File: config.mk
export PLATFORM = sky130hd
export DESIGN_NAME = sp_unit
export DESIGN_NICKNAME = d
export VERILOG_FILES = /design/src/rtl/sp_pkg.sv /design/src/rtl/sp_ptr_reg.sv /design/src/rtl/sp_ctx_seq.sv /design/src/rtl/sp_addr_gen.sv /design/src/rtl/sp_unit.sv
export SDC_FILE = /design/constraint.sdc
export NUM_CORES = 1
export LEC_CHECK = 0
export ABC_AREA = 1
export BUFFER_PORTS_ARGS = -buffer_cell sky130_fd_sc_hd__buf_2
export CAP_MARGIN = 10
export CORE_MARGIN = 2
export CORE_UTILIZATION = 49
export CTS_CLUSTER_DIAMETER = 150
export DETAILED_ROUTE_END_ITERATION = 6
export PLACE_DENSITY = 0.85
export SLEW_MARGIN = 20
export SYNTH_ARGS = -nofsm -noshare
export SYNTH_HDL_FRONTEND = slang
export SYNTH_HIERARCHICAL = 1
export SYNTH_SLANG_ARGS = --single-unit
export TNS_END_PERCENT = 50
File: constraint.sdc
create_clock -name clk -period 2.7 [get_ports clk]
set_clock_uncertainty 0.15 [all_clocks]
set_input_delay 0.135 -clock clk [delete_from_list [all_inputs] [get_ports clk]]
set_output_delay 0.135 -clock clk [all_outputs]
set_load 0.005 [all_outputs]
File: src/rtl/sp_pkg.sv
package sp_pkg;

   // register carried by each context transfer slot
   typedef enum logic [2:0] {
      CTX_PCL = 3'd0,
      CTX_PCH = 3'd1,
      CTX_X   = 3'd2,
      CTX_A   = 3'd3,
      CTX_CC  = 3'd4
   } ctx_reg_e;

   localparam int CALL_BYTES = 2;
   localparam int IRQ_BYTES  = 5;
   localparam int CTX_IDX_W  = $clog2(IRQ_BYTES);

endpackage

File: src/rtl/sp_ptr_reg.sv
module sp_ptr_reg #(
   parameter int LOW_W = 8
) (
   input  logic             clk,
   input  logic             rst_n,
   input  logic             rsp,
   input  logic             ld,
   input  logic [LOW_W-1:0] ld_val,
   input  logic             step_en,
   input  logic             step_dn,
   output logic [LOW_W-1:0] low_q
);

   localparam logic [LOW_W-1:0] TOP_LOW = '1;
   localparam logic [LOW_W-1:0] ONE     = LOW_W'(1);

   always_ff @(posedge clk) begin
      if (!rst_n || rsp) begin
         low_q <= TOP_LOW;
      end else if (ld) begin
         low_q <= ld_val;
      end else if (step_en) begin
         // modulo arithmetic gives the silent wrap inside the page
         low_q <= step_dn ? (low_q - ONE) : (low_q + ONE);
      end
   end

endmodule

File: src/rtl/sp_ctx_seq.sv
module sp_ctx_seq
   import sp_pkg::*;
(
   input  logic                 clk,
   input  logic                 rst_n,
   input  logic                 abort,
   input  logic                 start,
   input  logic                 irq,
   input  logic                 restore,
   output logic                 busy,
   output logic                 dir_rd,
   output logic [CTX_IDX_W-1:0] idx,
   output ctx_reg_e             reg_code
);

   localparam logic [CTX_IDX_W-1:0] LAST_CALL = CTX_IDX_W'(CALL_BYTES - 1);
   localparam logic [CTX_IDX_W-1:0] LAST_IRQ  = CTX_IDX_W'(IRQ_BYTES - 1);

   logic                 busy_q;
   logic                 irq_q;
   logic                 rd_q;
   logic [CTX_IDX_W-1:0] step_q;
   logic [CTX_IDX_W-1:0] last_idx;

   assign last_idx = irq_q ? LAST_IRQ : LAST_CALL;

   always_ff @(posedge clk) begin
      if (!rst_n || abort) begin
         busy_q <= 1'b0;
         step_q <= '0;
         irq_q  <= 1'b0;
         rd_q   <= 1'b0;
      end else if (busy_q) begin
         if (step_q == last_idx) begin
            busy_q <= 1'b0;
            step_q <= '0;
         end else begin
            step_q <= step_q + CTX_IDX_W'(1);
         end
      end else if (start) begin
         busy_q <= 1'b1;
         step_q <= '0;
         irq_q  <= irq;
         rd_q   <= restore;
      end
   end

   // save runs the slots upward from PCL, restore runs them back down
   always_comb begin
      if (!busy_q)   reg_code = CTX_PCL;
      else if (rd_q) reg_code = ctx_reg_e'(3'(last_idx - step_q));
      else           reg_code = ctx_reg_e'(3'(step_q));
   end

   assign busy   = busy_q;
   assign dir_rd = rd_q;
   assign idx    = step_q;

endmodule

File: src/rtl/sp_addr_gen.sv
module sp_addr_gen #(
   parameter int ADDR_W = 16,
   parameter int LOW_W  = 8,
   parameter int PAGE   = 1
) (
   input  logic [LOW_W-1:0]  low,
   input  logic              wr,
   output logic [ADDR_W-1:0] addr,
   output logic [ADDR_W-1:0] sp
);

   localparam int HIGH_W = ADDR_W - LOW_W;
   localparam logic [HIGH_W-1:0] PAGE_V = HIGH_W'(PAGE);

   logic [LOW_W-1:0] acc_low;

   // write goes to the free slot, read goes one above it
   assign acc_low = wr ? low : (low + LOW_W'(1));

   generate
      if (HIGH_W > 0) begin : g_paged
         assign addr = {PAGE_V, acc_low};
         assign sp   = {PAGE_V, low};
      end else begin : g_flat
         assign addr = acc_low;
         assign sp   = low;
      end
   endgenerate

endmodule

File: src/rtl/sp_unit.sv
module sp_unit
   import sp_pkg::*;
#(
   parameter int ADDR_W = 16,
   parameter int LOW_W  = 8,
   parameter int PAGE   = 1
) (
   input  logic                 clk,
   input  logic                 rst_n,
   input  logic                 push_i,
   input  logic                 pop_i,
   input  logic                 rsp_i,
   input  logic                 ld_i,
   input  logic [LOW_W-1:0]     ld_data_i,
   input  logic                 ctx_start_i,
   input  logic                 ctx_irq_i,
   input  logic                 ctx_restore_i,
   output logic                 acc_valid_o,
   output logic                 acc_write_o,
   output logic [ADDR_W-1:0]    addr_o,
   output logic [ADDR_W-1:0]    sp_o,
   output logic                 ctx_busy_o,
   output logic [CTX_IDX_W-1:0] ctx_idx_o,
   output logic [2:0]           ctx_reg_o
);

   localparam int HIGH_W = ADDR_W - LOW_W;

   generate
      if (LOW_W < 2 || HIGH_W < 1) begin : g_bad_width
         $error("sp_unit: LOW_W must be at least 2 and below ADDR_W");
      end
      if (PAGE < 0 || PAGE >= (1 << HIGH_W)) begin : g_bad_page
         $error("sp_unit: PAGE does not fit in the upper address field");
      end
   endgenerate

   logic             seq_busy;
   logic             seq_rd;
   ctx_reg_e         seq_reg;
   logic             ext_ok;
   logic             ext_push;
   logic             ext_pop;
   logic             seq_acc;
   logic             ld_eff;
   logic             acc_valid;
   logic             acc_write;
   logic [LOW_W-1:0] low_q;

   // rsp beats load, load beats single accesses, a transfer locks them out
   assign ext_ok    = !seq_busy && !rsp_i && !ld_i;
   assign ext_push  = push_i && ext_ok;
   assign ext_pop   = pop_i && !push_i && ext_ok;
   assign seq_acc   = seq_busy && !rsp_i;
   assign ld_eff    = ld_i && !seq_busy && !rsp_i;
   assign acc_valid = ext_push || ext_pop || seq_acc;
   assign acc_write = ext_push || (seq_acc && !seq_rd);

   sp_ptr_reg #(
      .LOW_W (LOW_W)
   ) i_ptr (
      .clk     (clk),
      .rst_n   (rst_n),
      .rsp     (rsp_i),
      .ld      (ld_eff),
      .ld_val  (ld_data_i),
      .step_en (acc_valid),
      .step_dn (acc_write),
      .low_q   (low_q)
   );

   sp_ctx_seq i_seq (
      .clk      (clk),
      .rst_n    (rst_n),
      .abort    (rsp_i),
      .start    (ctx_start_i),
      .irq      (ctx_irq_i),
      .restore  (ctx_restore_i),
      .busy     (seq_busy),
      .dir_rd   (seq_rd),
      .idx      (ctx_idx_o),
      .reg_code (seq_reg)
   );

   sp_addr_gen #(
      .ADDR_W (ADDR_W),
      .LOW_W  (LOW_W),
      .PAGE   (PAGE)
   ) i_addr (
      .low  (low_q),
      .wr   (acc_write),
      .addr (addr_o),
      .sp   (sp_o)
   );

   assign acc_valid_o = acc_valid;
   assign acc_write_o = acc_write;
   assign ctx_busy_o  = seq_busy;
   assign ctx_reg_o   = seq_reg;

endmodule

# --- Word level (Yosys, flattened, before mapping) ---
# Index checks and enable logic that the tools add are counted.
classes:
  n_addsub: 4
  reduce_logical: 22
  eq_ne: 1
  n_bitwise: 1
  n_mux: 13
op_table:
  columns: ["op", "count"]
  rows:
  - ["$mux 8", 4]
  - ["$mux 3", 6]
  - ["$logic_and 1x1->1", 9]
  - ["$add 8x1->8 const B", 1]
  - ["$sub 8x1->8 const B", 1]
  - ["$logic_not 1->1", 6]
  - ["$logic_or 1x1->1", 4]
  - ["$reduce_bool 2->1", 2]
  - ["$add 3x1->3 const B", 1]
  - ["$eq 3x3->1", 1]
  - ["$mux 1", 3]
  - ["$sub 3x3->3", 1]
  - ["$reduce_and 2->1", 1]
  - ["$not 1->1", 1]
word_totals:
  output_inout_bits: 41
  word_cells: 46
  regBits: 14
  input_bits: 17

# --- Depth between registers and ports, before layout ---
logic_depth:
  ltp_word: 8
  mapped_depth: 13
  mapped_depth_nobuf: 13

# --- Modules after synthesis ---
# The synthesis kept the hierarchy.
by_module_without_submodules:
  columns: ["mod", "n_inst", "area_per_inst_um2", "seq_area_each_um2", "cells_each"]
  rows:
  - ["sp_ptr_reg", 1, 668.1, 160.2, 95]
  - ["sp_addr_gen", 1, 389.1, 0.0, 68]
  - ["sp_ctx_seq", 1, 366.6, 120.1, 55]
  - ["sp_unit", 1, 58.8, 0.0, 13]

# --- Worst setup path before layout ---
# Ideal clock, no wire load.
synth_timing:
  path_kind: "register to register"
  start: "reg i_seq.busy_q, in the netlist i_seq/busy"
  end: "reg i_ptr.low_q[6]"
  synth_period_minus_slack_ns: 2.106
  path_buffers: 0
  path_stages_with_launch: 13
  required_ns: 2.429
  arrival_time_ns: 1.835
  setup_slack_ns: 0.594
  setup_time_ns: 0.121
  path_cell_list: "dfxtp_1 nand3b_1 nand2_1 inv_1 fa_1 inv_1 nand2_1 nand2_1 nand3b_1 nand2_1 nand2_1 nand3_1 nand2_1"
synth_via:
  elab_chain_len: 8
  word_cells_on_any_way: 16
  cone_classes: "3 x mux; 13 x reduce/logical"
synth_lines:
  columns: ["item", "line", "text"]
  rows:
  - ["from (decl)", "sp_ctx_seq.sv:19", "logic busy_q;"]
  - ["from (signal assigned)", "sp_ctx_seq.sv:29", "busy_q <= 1'b0;"]
  - ["from (signal assigned)", "sp_ctx_seq.sv:35", "busy_q <= 1'b0;"]
  - ["from (signal assigned)", "sp_ctx_seq.sv:41", "busy_q <= 1'b1;"]
  - ["$logic_not 1->1", null, null]
  - ["$logic_and 1x1->1 (2 in a row)", "sp_unit.sv:51", "assign ext_ok = !seq_busy && !rsp_i && !ld_i;"]
  - ["$logic_and 1x1->1", "sp_unit.sv:52", "assign ext_push = push_i && ext_ok;"]
  - ["$logic_or 1x1->1 (*)", "sp_unit.sv:57", "assign acc_write = ext_push || (seq_acc && !seq_rd);"]
  - ["named net acc_write_o", "sp_unit.sv:19", "output logic acc_write_o,"]
  - ["$mux 8 (*)", "sp_ptr_reg.sv:24", "low_q <= step_dn ? (low_q - ONE) : (low_q + ONE);"]
  - ["$mux 8 (*)", "sp_ptr_reg.sv:22", "end else if (step_en) begin"]
  - ["$mux 8 (*)", "sp_ptr_reg.sv:20", "end else if (ld) begin"]
  - ["to (signal assigned)", "sp_ptr_reg.sv:21", "low_q <= ld_val;"]
  - ["to (signal assigned)", "sp_ptr_reg.sv:24", null]
  - ["to (decl)", "sp_ptr_reg.sv:11", "output logic [LOW_W-1:0] low_q"]
# The timed path passes the listed nets; every way through them passes the cells marked *. The select of a mux whose other input is x is not followed.
# A chain may end at the register's enable or synchronous reset.

# --- Worst setup path after layout ---
layout_timing:
  start: "reg i_seq.busy_q, in the netlist i_seq/busy"
  end: "reg i_ptr.low_q[0]"
layout_via:
  word_cells_on_any_way: 16
  cone_classes: "3 x mux; 13 x reduce/logical"
layout_lines:
  columns: ["item", "line", "text"]
  rows:
  - ["$logic_not 1->1 (*)", null, null]
  - ["$logic_and 1x1->1 (*) (2 in a row)", "sp_unit.sv:55", "assign ld_eff = ld_i && !seq_busy && !rsp_i;"]
  - ["named net ld_eff", "sp_unit.sv:45", "logic ld_eff;"]
  - ["$mux 8 or $reduce_bool 2->1 (tied branches)", null, null]
# Marked as above.

==> impl_metrics.csv <==
group,metric,value,unit
floorplan,io-pin-count,58,
yosys,ys_ff_latch,14,
place,post-dp-hpwl,2510,um
drt,vias,1519,
global_route,grt_pass1_wl,5600,um
status,outcome,"completed",
drt,drc,0,
global_route,grt_max_degree,13,
timing,rsz0062_at_grt,"no",
power,pwr-share-clk,0.235,
global_route,grt.overflow.total,0,
yosys,synth-xor-area-share,0.0118,
yosys,yosys.area_share.adder,0.0979,
floorplan,die_h,59.0,um
layout,syn_to_final_growth,18.6,%
floorplan,rows,19,
timing,max_freq,0.422,GHz
layout,multiInputGateArea,922,sq um
place,gp_congestion,0.973,
timing,tightest_slew,0.527,ns
yosys,yosysWarnings,6,
yosys,synthSimpleGateAreaFrac,0.332,
power,pwr-share-comb,0.417,
setup_path,critPathKind,"reg -> reg",
yosys,synth_compound_area_frac,0.137,
yosys,synth_top_family_by_area,"simple AND/OR/NAND/NOR gates",
drt,post_drt_wl_per_cell,10.9,um
layout,regArea,280,sq um
clock_network,htreeDepth,1,
yosys,synth.distinct_cells,28,
place,pre_cts_ws,0.605,ns
power,leakage,0.998,nW
timing,maxSlewViolCount,0,
place,port_buffers,41,
clock_network,clk-insertion-delay-late,0.29,ns
layout,diodes,0,
yosys,seq_area_frac_synth,0.189,
global_route,antenna_found_initial,0,
yosys,avgSynthCellArea,6.42,sq um
timing,setup_tns,0,ns
clock_network,cts.sinks,14,
yosys,muxShareOfSynthArea,0,
floorplan,die_width,59.0,um
timing,fin_crit_sh,0.877,
yosys,synth_top_area_cell,"dfxtp_1",
yosys,syn-cell-area,0.00148,sq mm
yosys,synthCells,231,
timing,period_minus_slack,2.37,ns
setup_path,setup.worst_path.start_class,"flop",
yosys,yosys-top-cells-area,"dfxtp_1 19%, nand2_1 14%, buf_4 13%",
job,max-cap-violations,0,
drt,drt_iter0_drc,81,
setup_path,cp.arrival,2.40,ns
power,swShare,0.371,
drt,avgViaCountPerCell,4.92,
global_route,grt_pass1_vias,1360,
global_route,track_usage,0.210,
yosys,synth_top_cell_area_share,0.189,
layout,fill_cells,258,
power,p_int,0.420,mW
power,p_switching,0.248,mW
setup_path,path_max_fanout,10,
clock_network,cts_tree,"yes",
power,vdd_drop_max,0.211,mV
timing,setup_viol,0,
clock_network,clk_pin_slew,0.08,ns
layout,nets,307,
timing,hold_viol,0,
drt,drtAntennaViolNets,0,
min_path,hold_path.class,"in -> reg",
timing,fin_ws,0.331,ns
clock_network,root_buffer,"clkbuf_4",
clock_network,cts_made_buffers,3,
layout,layout_commonest_cell,"nand2_1",
timing,relSlewSlack,0.647,
setup_path,critPathRequiredTime,2.73,ns
power,p_seq_frac,0.348,
floorplan,core_area,0.00281,sq mm
layout,drive_gt1_frac,0.227,
floorplan,design.die.area,0.00348,sq mm
power,p_per_area,380,mW/mm^2
drt,first_pass_iters,4,
floorplan,start_util,0.529,
clock_network,clockBufferDepth,2,
drt,wl,3370,um
setup_path,critPathCaptureType,"flop",
layout,mostFrequentLayoutCells,"56 x nand2_1, 41 x buf_2, 37 x inv_1, 16 x nand3_1, 16 x conb_1",
## final timing paths
kind | depth (start not counted) | endpoint | slack [ns] | start
min | 4 | i_seq/idx[1] | 0.02 | ctx_start_i
max | 7 | i_ptr/low_q[0] | 0.33 | i_seq/busy
min reg2reg | 2 | i_seq/irq_q | 0.36 | i_seq/irq_q
max reg2reg | 7 | i_ptr/low_q[0] | 0.33 | i_seq/busy
## layer usage
layer	GRT usage	routed length (um)	vias up	part of all wire
met5	0	0	-	0
met3	0.0197	198	5	0.059
met2	0.341	1540	58	0.46
met4	0.114	57	0	0.017
li1	-	-	793	-
met1	0.275	1570	663	0.47
## flip-flops by register name, summed over array words and instances (netlist names)
name / flops
i_seq/dir_rd: 1
i_seq/busy: 1
i_seq/irq_q: 1
i_ptr/low_q: 8
i_seq/idx: 3
## worst max-delay path, stage by stage (launching register included)
cell	delay, ns
dfxtp_1	0.33
buf_4	0.18
nor3_2	0.48
buf_4	0.26
nor2_8	0.06
a22oi_1	0.14
o211ai_1	0.10
dlygate4sd3_1	0.56
## synth_stat cells
cell type and n:
and2_4 1, o21ai_1 5, ha_1 10, o211ai_1 2, nand2_1 56, a21oi_1 14
a22oi_1 1, nor2_4 2, xnor2_1 2, buf_4 25, dfxtp_1 14, inv_2 3
a221oi_1 5, nor2_2 1, nor2_8 1, or2_1 2, o21ai_0 5, nand3b_1 4
nor2_1 12, nor3_1 1, nand3_1 16, o221ai_1 1, conb_1 2, fa_1 1
inv_1 37, nand3_2 2, nand2_2 5, a21o_1 1
## per-stage QoR
stage | utilization | std cells | area (sq um) | hold WS, ns | power (mW)
after floorplan | - | 245 | 1540 | 0.119 | 0.446
after global placement | 0.573 | 294 | 1610 | 0.219 | 0.494
after detailed placement | 0.573 | 294 | 1610 | 0.217 | 0.497
after CTS | 0.625 | 309 | 1750 | 0.00324 | 0.668
after global routing | 0.627 | 309 | 1760 | 0.0214 | 0.719
final | 0.627 | 309 | 1760 | 0.0161 | 0.667
## cell type report
class / instances / share of cell area
clock buffers: 4 / 0.0206
inverters: 40 / 0.0854
multi-input cells: 166 / 0.525
flip-flops and latches: 14 / 0.159
well taps: 31 / 0.0221
repair buffers: 54 / 0.188
## repair_timing
item / in CTS / in global routing
endpoints found under the setup margin: 0 / 1
hold endpoints to repair: 10 / 0
hold buffers: 11 / 0
gates resized for setup: 0 / 1
setup buffers: 0 / 0
## power by group through the flow
stage	logic [mW]	registers (mW)	clock network (mW)
global route	0.319	0.234	0.166
floorplan	0.213	0.234	0
global placement	0.257	0.237	0
detailed placement	0.261	0.237	0
finish	0.278	0.232	0.157
CTS	0.274	0.232	0.161
## cell families after synthesis
family / count (synthesis)
buf+inv: 65
fa+ha+maj: 11
xor+xnor: 2
simple gates: 103
other cells: 2
compound gates: 34
flops: 14
No activity file was read; power rests on OpenSTA's default activity.
